$ cat src/rtl/memq_pkg.sv
package memq_pkg;

   typedef enum logic [1:0] {
      ST_WAIT = 2'd0,
      ST_RDY  = 2'd1,
      ST_DONE = 2'd2
   } mq_state_e;

   localparam int SIZE_W = 2;

endpackage

$ cat src/rtl/memq_entry_array.sv
module memq_entry_array
   import memq_pkg::*;
#(
   parameter int DEPTH = 8,
   parameter int TAG_W = 4,
   localparam int IDX_W = $clog2(DEPTH)
) (
   input  logic              clk,
   input  logic              rst_n,
   input  logic              flush,
   input  logic              alloc_we,
   input  logic [IDX_W-1:0]  alloc_idx,
   input  logic              alloc_rdy,
   input  logic              alloc_store,
   input  logic [SIZE_W-1:0] alloc_size,
   input  logic [TAG_W-1:0]  alloc_tag,
   input  logic              mark_we,
   input  logic [IDX_W-1:0]  mark_idx,
   input  logic              iss_we,
   input  logic [IDX_W-1:0]  iss_idx,
   input  logic              ret_we,
   input  logic [IDX_W-1:0]  ret_idx,
   input  logic [IDX_W-1:0]  rd_idx,
   output mq_state_e         st_q [DEPTH],
   output mq_state_e         st_d [DEPTH],
   output logic [TAG_W-1:0]  rd_tag,
   output logic              rd_store,
   output logic [SIZE_W-1:0] rd_size
);

   logic [TAG_W-1:0]  tag_q   [DEPTH];
   logic              store_q [DEPTH];
   logic [SIZE_W-1:0] size_q  [DEPTH];

   // priority per entry: allocate, retire, issue, operand mark
   always_comb begin
      for (int e = 0; e < DEPTH; e++) begin
         st_d[e] = st_q[e];
         if (alloc_we && alloc_idx == IDX_W'(e))
            st_d[e] = alloc_rdy ? ST_RDY : ST_WAIT;
         else if (ret_we && ret_idx == IDX_W'(e))
            st_d[e] = ST_WAIT;
         else if (iss_we && iss_idx == IDX_W'(e))
            st_d[e] = ST_DONE;
         else if (mark_we && mark_idx == IDX_W'(e) && st_q[e] == ST_WAIT)
            st_d[e] = ST_RDY;
      end
   end

   always_ff @(posedge clk or negedge rst_n) begin
      if (!rst_n) begin
         for (int e = 0; e < DEPTH; e++) st_q[e] <= ST_WAIT;
      end else if (flush) begin
         for (int e = 0; e < DEPTH; e++) st_q[e] <= ST_WAIT;
      end else begin
         for (int e = 0; e < DEPTH; e++) st_q[e] <= st_d[e];
      end
   end

   always_ff @(posedge clk) begin
      for (int e = 0; e < DEPTH; e++) begin
         if (alloc_we && alloc_idx == IDX_W'(e)) begin
            tag_q[e]   <= alloc_tag;
            store_q[e] <= alloc_store;
            size_q[e]  <= alloc_size;
         end
      end
   end

   assign rd_tag   = tag_q[rd_idx];
   assign rd_store = store_q[rd_idx];
   assign rd_size  = size_q[rd_idx];

   for (genvar g = 0; g < DEPTH; g++) begin : g_chk
      // an issued entry ignores marks and keeps its state until freed
      a_r3_issued_sticky: assert property (@(posedge clk) disable iff (!rst_n)
         (st_q[g] == ST_DONE && !flush && !(ret_we && ret_idx == IDX_W'(g))
          && !(alloc_we && alloc_idx == IDX_W'(g)))
         |=> st_q[g] == ST_DONE);
   end

endmodule

$ cat src/rtl/memq_oldest_pick.sv
module memq_oldest_pick
   import memq_pkg::*;
#(
   parameter int DEPTH = 8,
   localparam int IDX_W = $clog2(DEPTH),
   localparam int PTR_W = IDX_W + 1
) (
   input  mq_state_e         st_q [DEPTH],
   input  logic [DEPTH-1:0]  win_mask,
   input  logic [IDX_W-1:0]  head_idx,
   input  logic [PTR_W-1:0]  count,
   output logic              sel_valid,
   output logic [IDX_W-1:0]  sel_idx
);

   logic [IDX_W-1:0] idx;

   // scan from youngest to oldest so the oldest hit is written last
   always_comb begin
      sel_valid = 1'b0;
      sel_idx   = '0;
      idx       = '0;
      for (int k = DEPTH - 1; k >= 0; k--) begin
         idx = head_idx + IDX_W'(k);
         if (PTR_W'(k) < count && st_q[idx] == ST_RDY && win_mask[idx]) begin
            sel_valid = 1'b1;
            sel_idx   = idx;
         end
      end
   end

endmodule

$ cat src/rtl/memq_vhead_scan.sv
module memq_vhead_scan
   import memq_pkg::*;
#(
   parameter int DEPTH = 8,
   localparam int IDX_W = $clog2(DEPTH),
   localparam int PTR_W = IDX_W + 1
) (
   input  mq_state_e         st_d [DEPTH],
   input  logic [PTR_W-1:0]  vh_q,
   input  logic [PTR_W-1:0]  tail_d,
   output logic [PTR_W-1:0]  vh_d
);

   logic [PTR_W-1:0] pos;
   logic             found;

   always_comb begin
      vh_d  = tail_d;
      found = 1'b0;
      pos   = vh_q;
      for (int k = 0; k < DEPTH; k++) begin
         pos = vh_q + PTR_W'(k);
         if (!found) begin
            if (pos == tail_d) begin
               found = 1'b1;
            end else if (st_d[pos[IDX_W-1:0]] != ST_DONE) begin
               vh_d  = pos;
               found = 1'b1;
            end
         end
      end
   end

endmodule

$ cat src/rtl/memq_window_issue.sv
module memq_window_issue
   import memq_pkg::*;
#(
   parameter int DEPTH    = 8,
   parameter int TAG_W    = 4,
   parameter int WIN_SIZE = 4
) (
   input  logic                     clk,
   input  logic                     rst_n,
   input  logic                     flush,
   input  logic                     alloc_valid,
   input  logic                     alloc_rdy,
   input  logic                     alloc_store,
   input  logic [1:0]               alloc_size,
   input  logic [TAG_W-1:0]         alloc_tag,
   input  logic                     mark_valid,
   input  logic [$clog2(DEPTH)-1:0] mark_idx,
   input  logic                     issue_grant,
   input  logic                     retire,
   output logic                     sel_valid,
   output logic [$clog2(DEPTH)-1:0] sel_idx,
   output logic [TAG_W-1:0]         sel_tag,
   output logic                     sel_store,
   output logic [1:0]               sel_size,
   output logic [$clog2(DEPTH):0]   head_ptr,
   output logic [$clog2(DEPTH):0]   tail_ptr,
   output logic [$clog2(DEPTH):0]   vhead_ptr,
   output logic [$clog2(DEPTH):0]   vtail_ptr
);

   localparam int IDX_W = $clog2(DEPTH);
   localparam int PTR_W = IDX_W + 1;
   localparam bit UNLIM = (WIN_SIZE == 0) || (WIN_SIZE >= DEPTH);

   if (DEPTH < 2 || (DEPTH & (DEPTH - 1)) != 0) begin : g_bad_depth
      $error("memq_window_issue: DEPTH must be a power of two, at least 2");
   end
   if (WIN_SIZE < 0) begin : g_bad_win
      $error("memq_window_issue: WIN_SIZE must not be negative");
   end
   if (TAG_W < 1) begin : g_bad_tag
      $error("memq_window_issue: TAG_W must be at least 1");
   end

   logic [PTR_W-1:0] head_q, tail_q, vh_q;
   logic [PTR_W-1:0] head_d, tail_d, vh_scan;
   logic [PTR_W-1:0] count;
   logic             full, alloc_ok, ret_ok, fire;
   logic [DEPTH-1:0] win_mask;
   mq_state_e        st_q [DEPTH];
   mq_state_e        st_d [DEPTH];

   assign count    = tail_q - head_q;
   assign full     = (count == PTR_W'(DEPTH));
   assign alloc_ok = alloc_valid && !full;
   assign ret_ok   = retire && (count != '0) && (st_q[head_q[IDX_W-1:0]] == ST_DONE);
   assign fire     = issue_grant && sel_valid;
   assign head_d   = head_q + PTR_W'(ret_ok);
   assign tail_d   = tail_q + PTR_W'(alloc_ok);

   memq_entry_array #(.DEPTH(DEPTH), .TAG_W(TAG_W)) u_entries (
      .clk         (clk),
      .rst_n       (rst_n),
      .flush       (flush),
      .alloc_we    (alloc_ok),
      .alloc_idx   (tail_q[IDX_W-1:0]),
      .alloc_rdy   (alloc_rdy),
      .alloc_store (alloc_store),
      .alloc_size  (alloc_size),
      .alloc_tag   (alloc_tag),
      .mark_we     (mark_valid),
      .mark_idx    (mark_idx),
      .iss_we      (fire),
      .iss_idx     (sel_idx),
      .ret_we      (ret_ok),
      .ret_idx     (head_q[IDX_W-1:0]),
      .rd_idx      (sel_idx),
      .st_q        (st_q),
      .st_d        (st_d),
      .rd_tag      (sel_tag),
      .rd_store    (sel_store),
      .rd_size     (sel_size)
   );

   memq_oldest_pick #(.DEPTH(DEPTH)) u_pick (
      .st_q      (st_q),
      .win_mask  (win_mask),
      .head_idx  (head_q[IDX_W-1:0]),
      .count     (count),
      .sel_valid (sel_valid),
      .sel_idx   (sel_idx)
   );

   memq_vhead_scan #(.DEPTH(DEPTH)) u_scan (
      .st_d   (st_d),
      .vh_q   (vh_q),
      .tail_d (tail_d),
      .vh_d   (vh_scan)
   );

   always_ff @(posedge clk or negedge rst_n) begin
      if (!rst_n) begin
         head_q <= '0;
         tail_q <= '0;
         vh_q   <= '0;
      end else if (flush) begin
         head_q <= '0;
         tail_q <= '0;
         vh_q   <= '0;
      end else begin
         head_q <= head_d;
         tail_q <= tail_d;
         vh_q   <= vh_scan;
      end
   end

   assign head_ptr  = head_q;
   assign tail_ptr  = tail_q;
   assign vhead_ptr = vh_q;

   if (UNLIM) begin : g_unlim
      assign win_mask  = '1;
      assign vtail_ptr = tail_q;
   end else begin : g_win
      for (genvar g = 0; g < DEPTH; g++) begin : g_slot
         logic [IDX_W-1:0] dist_g;
         assign dist_g      = IDX_W'(g) - vh_q[IDX_W-1:0];
         assign win_mask[g] = (dist_g < IDX_W'(WIN_SIZE));
      end
      assign vtail_ptr = vh_q + PTR_W'(WIN_SIZE);

      // the offered entry lies inside the window
      a_r6_in_window: assert property (@(posedge clk) disable iff (!rst_n)
         sel_valid |-> (IDX_W'(sel_idx - vh_q[IDX_W-1:0]) < IDX_W'(WIN_SIZE)));

      if (WIN_SIZE == 1) begin : g_inorder
         // only the oldest unissued entry can be offered
         a_r8_in_order: assert property (@(posedge clk) disable iff (!rst_n)
            sel_valid |-> sel_idx == vh_q[IDX_W-1:0]);
      end
   end

   // the offered entry is ready
   a_r4_pick_ready: assert property (@(posedge clk) disable iff (!rst_n)
      sel_valid |-> st_q[sel_idx] == ST_RDY);

   // occupancy never exceeds the depth
   a_r2_no_overflow: assert property (@(posedge clk) disable iff (!rst_n)
      count <= PTR_W'(DEPTH));

   // the virtual head holds while its entry stays unissued
   a_r7_vhead_holds: assert property (@(posedge clk) disable iff (!rst_n)
      (!flush && vh_q != tail_q && !(fire && sel_idx == vh_q[IDX_W-1:0]))
      |=> $stable(vh_q));

   // the head advances only over an issued entry
   a_r9_retire_issued: assert property (@(posedge clk) disable iff (!rst_n)
      (!$stable(head_q) && !$past(flush)) |-> $past(st_q[head_q[IDX_W-1:0]]) == ST_DONE);

   // head <= virtual head <= tail
   a_r10_vhead_order: assert property (@(posedge clk) disable iff (!rst_n)
      PTR_W'(vh_q - head_q) <= count);

   // a flush leaves nothing to offer
   a_r1_flush_empty: assert property (@(posedge clk) disable iff (!rst_n)
      flush |=> !sel_valid && tail_q == '0);

endmodule

$ cat config.mk
export PLATFORM = sky130hd
export DESIGN_NAME = memq_window_issue
export DESIGN_NICKNAME = d
export VERILOG_FILES = /design/src/rtl/memq_pkg.sv /design/src/rtl/memq_entry_array.sv /design/src/rtl/memq_oldest_pick.sv /design/src/rtl/memq_vhead_scan.sv /design/src/rtl/memq_window_issue.sv
export SDC_FILE = /design/constraint.sdc
export NUM_CORES = 1
export LEC_CHECK = 0
export ABC_CLOCK_PERIOD_IN_PS = 7700
export BUFFER_PORTS_ARGS = -buffer_cell sky130_fd_sc_hd__buf_2
export CAP_MARGIN = 10
export CORE_MARGIN = 4
export CORE_UTILIZATION = 55
export CTS_CLUSTER_DIAMETER = 120
export DETAILED_ROUTE_END_ITERATION = 12
export PLACE_DENSITY = 0.83
export SETUP_SLACK_MARGIN = 0.2
export SLEW_MARGIN = 30
export SYNTH_ARGS = -nofsm -noshare
export SYNTH_HDL_FRONTEND = slang
export SYNTH_HIERARCHICAL = 1
export SYNTH_SLANG_ARGS = --single-unit
$ cat constraint.sdc
create_clock -name clk -period 7.7 [get_ports clk]
set_input_delay 1.155 -clock clk [delete_from_list [all_inputs] [get_ports clk]]
set_output_delay 1.155 -clock clk [all_outputs]
set_load 0.02 [all_outputs]
==> flow_metrics.env, run 1 <==
export IMPL_status="finished clean"
export IMPL_crit_fanout=16
export IMPL_reg2regPathDepth=22
export IMPL_diodes=0
export IMPL_slew_viol_final=0
export IMPL_syn_area_mm2=0.00676
export IMPL_instances_no_fill=817
export IMPL_async_reset_ff_frac=0.333
export IMPL_avgSynthCellArea_um2=10.6
export IMPL_drt_iter0_drc=773
export IMPL_antenna_found_initial=0
export IMPL_area_growth_pct=9.87
export IMPL_final_setup_viol_count=0
export IMPL_core_area_mm2=0.0120
export IMPL_synthDistinctLibCells=90
export IMPL_clock_skew_final_ps=8.25
export IMPL_hp_start="head_ptr[3]$_DFF_PN0_"
export IMPL_ir_drop_uv=109
export IMPL_pin_count=45
export IMPL_grt_max_degree=36
export IMPL_p_per_area_mw_per_mm2=195
export IMPL_dpl_hpwl_mm=13.8
export IMPL_startpoint_type="register"
export IMPL_setup_tns_ps=0
export IMPL_max_clock_freq_ghz=0.143
export IMPL_vias=5781
export IMPL_placed_area_mm2=0.00707
export IMPL_cts_tree="done"
export IMPL_yosys_most_used_dff="edfxtp_1"
export IMPL_whs_path_depth=2
export IMPL_hold_path_class="register to register"
export IMPL_portBuffers=44
export IMPL_gr_usage_all_layers=0.279
export IMPL_synth_edf_count=56
export IMPL_slew_headroom=0.364
export IMPL_stdcell_area_mm2=0.00742
export IMPL_finalNetCount=700
export IMPL_clkSinkCount=84
export IMPL_vias_per_cell=7.08
export IMPL_post_route_period_util=0.908
export IMPL_root_buffer="clkbuf_16"
export IMPL_max_slew_worst_pin_slew_ps=948
export IMPL_rsz0062_at_grt="false"
export IMPL_globalplace_congestion=0.967
export IMPL_die_h_um=119
export IMPL_min_to="head_ptr[3]$_DFF_PN0_"
export IMPL_hold_slack_ps=585
export IMPL_maxCapViolCount=0
export IMPL_grt_ovfl_total=0
export IMPL_insertion_delay_ps=340
export IMPL_start_util=0.562
export IMPL_cts_buffers=9
export IMPL_hold_violations=0
export IMPL_drt_wl_total_mm=19.7
export IMPL_ys_seq_elements=84
export IMPL_detail_route_antenna_nets=0
export IMPL_drive_above_1_share=0.212
export IMPL_synthCells=636
export IMPL_grt_pass1_vias=5774
export IMPL_r2r_end="vhead_ptr[0]$_DFF_PN0_"
export IMPL_htreeDepth=3
export IMPL_die_x_um=119
export IMPL_clockBufferDepth=2
export IMPL_post_cts_buffers=0
export IMPL_wl_per_cell_um=24.2
export IMPL_dr_pass1_iters=6
export IMPL_r2r_start="head_ptr[1]$_DFF_PN0_"
export IMPL_yosys_warnings=6
export IMPL_period_minus_slack_ps=6990
export IMPL_cts_clk_slew_worst_paths_ps=60
export IMPL_seq_area_frac_synth=0.353
export IMPL_row_count=40
export IMPL_grt_pass1_wl_mm=31.4
export IMPL_dp_cells=801
export IMPL_r2r_slack_ps=710
export IMPL_cts_hold_buf=0
export IMPL_remaining_drc_errors=0
export IMPL_p_leak_nw=2.80
export IMPL_arrival_ps=7250
export IMPL_dieArea_mm2=0.0141
export IMPL_syn_num_nets=671
export IMPL_crit_path_end_kind="register"
export IMPL_crit_type="register to register"
export IMPL_required_ps=7960
sequential cells by signal, summed over array words and instances (netlist names):
signal             cells
u_entries/tag_q       32
u_entries/size_q      16
u_entries/st_q        16
u_entries/store_q      8
head_ptr               4
tail_ptr               4
vhead_ptr              4
area by class of cell:
| type | count | area, um2 |
|---|---|---|
| Sequential cell | 84 | 2380 |
| Tap cell | 147 | 184 |
| Clock buffer | 9 | 225 |
| Multi-Input combinational cell | 487 | 4110 |
| Clock inverter | 7 | 98.8 |
| Fill cell | 955 | 4590 |
| Timing Repair Buffer | 58 | 325 |
| Inverter | 25 | 98.8 |
stage by stage:
| step | setup slack (ps) | power (mW) | util |
|---|---|---|---|
| after floorplan | 1040 | 0.874 | - |
| after global placement | 1160 | 0.971 | 0.588 |
| after detailed placement | 925 | 0.983 | 0.589 |
| after CTS | 731 | 1.44 | 0.616 |
| after global routing | 243 | 1.51 | 0.618 |
| final | 711 | 1.45 | 0.618 |
layer usage:
metal / part of all wire / GRT usage / up-vias / wire length [um]
met5: 0 / 0 / - / 0
met4: 0.050 / 0.140 / 0 / 990
met3: 0.086 / 0.0385 / 95 / 1700
met2: 0.49 / 0.472 / 379 / 9760
met1: 0.37 / 0.350 / 2769 / 7290
li1: - / - / 2538 / -
synthesized netlist by cell type (all sizes together), types with 16 or more instances:
library cell	number	share of area
nand2	39	0.022
xnor2	19	0.026
edfxtp	56	0.25
mux2i	33	0.051
dfrtp	28	0.10
ha	16	0.030
a21oi	19	0.014
mux4	31	0.10
buf	26	0.027
o21ai	25	0.019
nor2	36	0.020
nor2b	23	0.021
nor3	17	0.013
inv	23	0.014
timing repair:
| action | CTS | global route |
|---|---|---|
| hold endpoints to repair | 0 | 0 |
| setup endpoints to repair | 0 | 4 |
| gates resized for setup | 0 | 3 |
cell usage in the layout (no fill, tap or decap), drive strengths merged, types with 19 or more instances in the layout:
cell,instances
nor2b,23
nor2,36
dfrtp,28
edfxtp,56
nand2,39
inv,24
o21ai,25
xnor2,19
buf,58
mux4,31
mux2i,33
a21oi,19
critical path: stages, from the launching register on:
cell       delay [ps]
dfrtp_1           460
buf_4             280
clkinv_1          290
ha_1              330
xnor2_2           410
mux2i_1           250
o22ai_1           130
or3_1             460
o311ai_0          320
o21a_1            210
o31ai_2           140
nor4b_1           760
nor2_1            140
nor3_1            260
and2b_1           210
mux2i_1           150
mux4_2            580
a2111oi_2         560
and3_1            290
a211oi_1           70
o211a_1           230
a31oi_1           200
nor2b_1           160
where the power goes:
part / switching (mW) / internal, mW / leakage, nW / total [mW]
Sequential: 0.0187 / 0.501 / 0.893 / 0.520
Clock: 0.176 / 0.285 / 0.151 / 0.462
Combinational: 0.290 / 0.178 / 1.76 / 0.468
Total: 0.485 / 0.964 / 2.80 / 1.45
kinds of logic (layout without fill, tap and decap cells):
logic type	count (synthesis)	in the layout	share of synthesized area
DFF	84	84	0.353
adders and majority gates	17	17	0.0326
buffers and inverters	65	99	0.0498
muxes	74	74	0.171
and+or+nand+nor	238	238	0.215
xor gates and xnor gates	33	33	0.0461
AOI/OAI and AO/OA	125	125	0.132
how the worst max path moves through the flow:
stage	depth (start not counted)	slack, ps	startpoint	end
final	22	710	head_ptr[1]$_DFF_PN0_	vhead_ptr[0]$_DFF_PN0_
after CTS	21	730	head_ptr[0]$_DFF_PN0_	vhead_ptr[0]$_DFF_PN0_
after floorplan	22	1040	head_ptr[0]$_DFF_PN0_	vhead_ptr[3]$_DFF_PN0_
after detailed placement	21	930	head_ptr[0]$_DFF_PN0_	vhead_ptr[0]$_DFF_PN0_
after global routing	22	240	head_ptr[1]$_DFF_PN0_	vhead_ptr[3]$_DFF_PN0_
after global placement	21	1160	head_ptr[0]$_DFF_PN0_	vhead_ptr[0]$_DFF_PN0_
(Power assumes the default switching activity.)
==> run 2: changes to the inputs <==
- REMOVE_ABC_BUFFERS: default -> 1
==> flow_metrics.env, run 2 (synthesis gave the netlist of run 1 again) <==
export IMPL_status="finished clean"
export IMPL_core_area_mm2=0.0120
export IMPL_slew_viol_final=0
export IMPL_worst_slack_ps=552
export IMPL_hold_slack_ps=598
export IMPL_crit_chain="buf_4 -> clkinv_1 -> ha_1 -> xnor2_2 -> mux4_2 -> nor3b_2 -> o21a_1 -> a21oi_1 -> a211o_1 -> a31oi_2 -> buf_4 -> nor4bb_1 -> nor2_1 -> nor3_1 -> nor2b_1 -> mux2i_1 -> mux4_2 -> nor4bb_1 -> buf_4 -> nand4_1 -> o21a_1 -> a22oi_1 -> o21ai_1 -> nor2b_1"
export IMPL_drive_above_1_share=0.212
export IMPL_crit_path_end_kind="register"
export IMPL_htreeDepth=3
export IMPL_root_buffer="clkbuf_16"
export IMPL_largest_reg_flops=32
export IMPL_grt_use_met2=0.431
export IMPL_cp_buffers_inverters=4
export IMPL_crit_type="register to register"
export IMPL_top_usage_layer="met2"
export IMPL_p_total_mw=1.47
export IMPL_preCtsSetupSlack_ps=769
export IMPL_portBuffers=44
export IMPL_clkSinkCount=84
export IMPL_die_h_um=119
export IMPL_antenna_found_initial=2
export IMPL_hold_violations=0
export IMPL_cts_tree="done"
export IMPL_grt_pass1_wl_mm=29.5
export IMPL_required_ps=7910
export IMPL_clock_skew_final_ps=8.77
export IMPL_start_util=0.562
export IMPL_slew_headroom=0.495
export IMPL_grt_pass1_vias=5381
export IMPL_cts_buffers=9
export IMPL_reg_top3="u_entries/tag_q (32), u_entries/size_q (16), u_entries/st_q (16)"
export IMPL_grt_max_degree=36
export IMPL_detail_route_antenna_nets=0
export IMPL_startpoint_type="register"
export IMPL_post_route_period_util=0.928
export IMPL_row_count=40
export IMPL_max_stage_delay_ps=590
export IMPL_cts_clk_slew_worst_paths_ps=70
export IMPL_ir_drop_uv=138
export IMPL_stdcell_area_mm2=0.00743
export IMPL_period_minus_slack_ps=7150
export IMPL_final_common_cell="edfxtp_1"
export IMPL_grt_ovfl_total=0
export IMPL_crit_top_cell="buf_4"
export IMPL_final_setup_viol_count=0
export IMPL_max_clock_freq_ghz=0.140
export IMPL_drt_iter0_drc=895
export IMPL_hold_path_class="register to register"
export IMPL_die_x_um=119
export IMPL_clockBufferDepth=2
export IMPL_layout_common_cells="56 x edfxtp_1, 44 x buf_2, 39 x nand2_1, 36 x nor2_1, 32 x mux2i_1"
export IMPL_regMostFlops="u_entries/tag_q"
export IMPL_pin_count=45
export IMPL_use_met1=0.347
export IMPL_dieArea_mm2=0.0141
export IMPL_max_slew_worst_pin_slew_ps=756
export IMPL_dr_pass1_iters=5
export IMPL_critPathSlowestCell="mux4_2"
export IMPL_wl_per_cell_um=22.8
export IMPL_vias=5749
export IMPL_area_growth_pct=10.0
export IMPL_vias_per_cell=7.02
export IMPL_rsz0062_at_grt="false"
export IMPL_drt_wl_total_mm=18.7
export IMPL_p_leak_nw=2.83
export IMPL_dpl_hpwl_mm=13.2
export IMPL_crit_fanout=29
export IMPL_remaining_drc_errors=0
export IMPL_p_per_area_mw_per_mm2=198
export IMPL_crit_family="simple AND/OR/NAND/NOR gates"
export IMPL_placed_area_mm2=0.00707
export IMPL_arrival_ps=7350
export IMPL_gr_usage_all_layers=0.262
export IMPL_globalplace_congestion=1.01
export IMPL_finalNetCount=701
export IMPL_grt_use_met3=0.0432
export IMPL_maxCapViolCount=0
export IMPL_insertion_delay_ps=340
## run 2: cell count changes in the layout (fill, tap and decap cells not counted), sizes merged
cell / change
inv: +3
clkinvlp: -2
buf: +1
clkinv: -1
diode: +1
## run 2: report_power, final
group,internal [mW],switching [mW],leakage [nW]
clock network,0.290,0.196,0.162
registers,0.501,0.0211,0.893
logic,0.178,0.288,1.77
total,0.969,0.505,2.83
## run 2: final timing paths
check,end,startpoint,slack (ps),cells after the start
setup / recovery,vhead_ptr[3]$_DFF_PN0_,head_ptr[1]$_DFF_PN0_,550,24
min in group asynchronous,vhead_ptr[1]$_DFF_PN0_,rst_n,850,1
setup reg to reg,vhead_ptr[3]$_DFF_PN0_,head_ptr[1]$_DFF_PN0_,550,24
hold reg to reg,u_entries/st_q[12]$_DFF_PN0_,u_entries/st_q[12]$_DFF_PN0_,600,2
max in group asynchronous,head_ptr[0]$_DFF_PN0_,rst_n,6360,1
hold / removal,u_entries/st_q[12]$_DFF_PN0_,u_entries/st_q[12]$_DFF_PN0_,600,2
## run 2: layout make-up
class                   count  area [um2]
fillers                   934        4580
multi-input cells         487        4100
flip-flops and latches     84        2380
repair buffers             59         333
clock buffers               9         225
well taps                 147         184
clock inverters             7         104
inverters                  25        98.8
diodes                      1        2.50
## run 2: stage by stage
step           cells  setup TNS, ps  utilization
2_1_floorplan    596          -8040            -
3_3_place_gp     802              0        0.589
3_5_place_dp     802              0        0.589
4_1_cts          818              0        0.616
5_1_grt          818              0        0.619
6_report         819              0        0.619
## run 2: timing repair
item                       4_1_cts  5_1_grt
setup buffers                    0        0
gates resized for setup          0        2
hold buffers                     0        0
setup endpoints to repair        0        3
## run 2: worst min-delay path: stages (launching register included)
cell and delay [ps]:
dfrtp_1 360, a21oi_1 70, o21ai_1 120
## run 2: metal layers
layer / wire length, um / share of wire
met5: 14 / 0.00075
met1: 7210 / 0.39
met2: 8940 / 0.48
met3: 1760 / 0.094
met4: 731 / 0.039
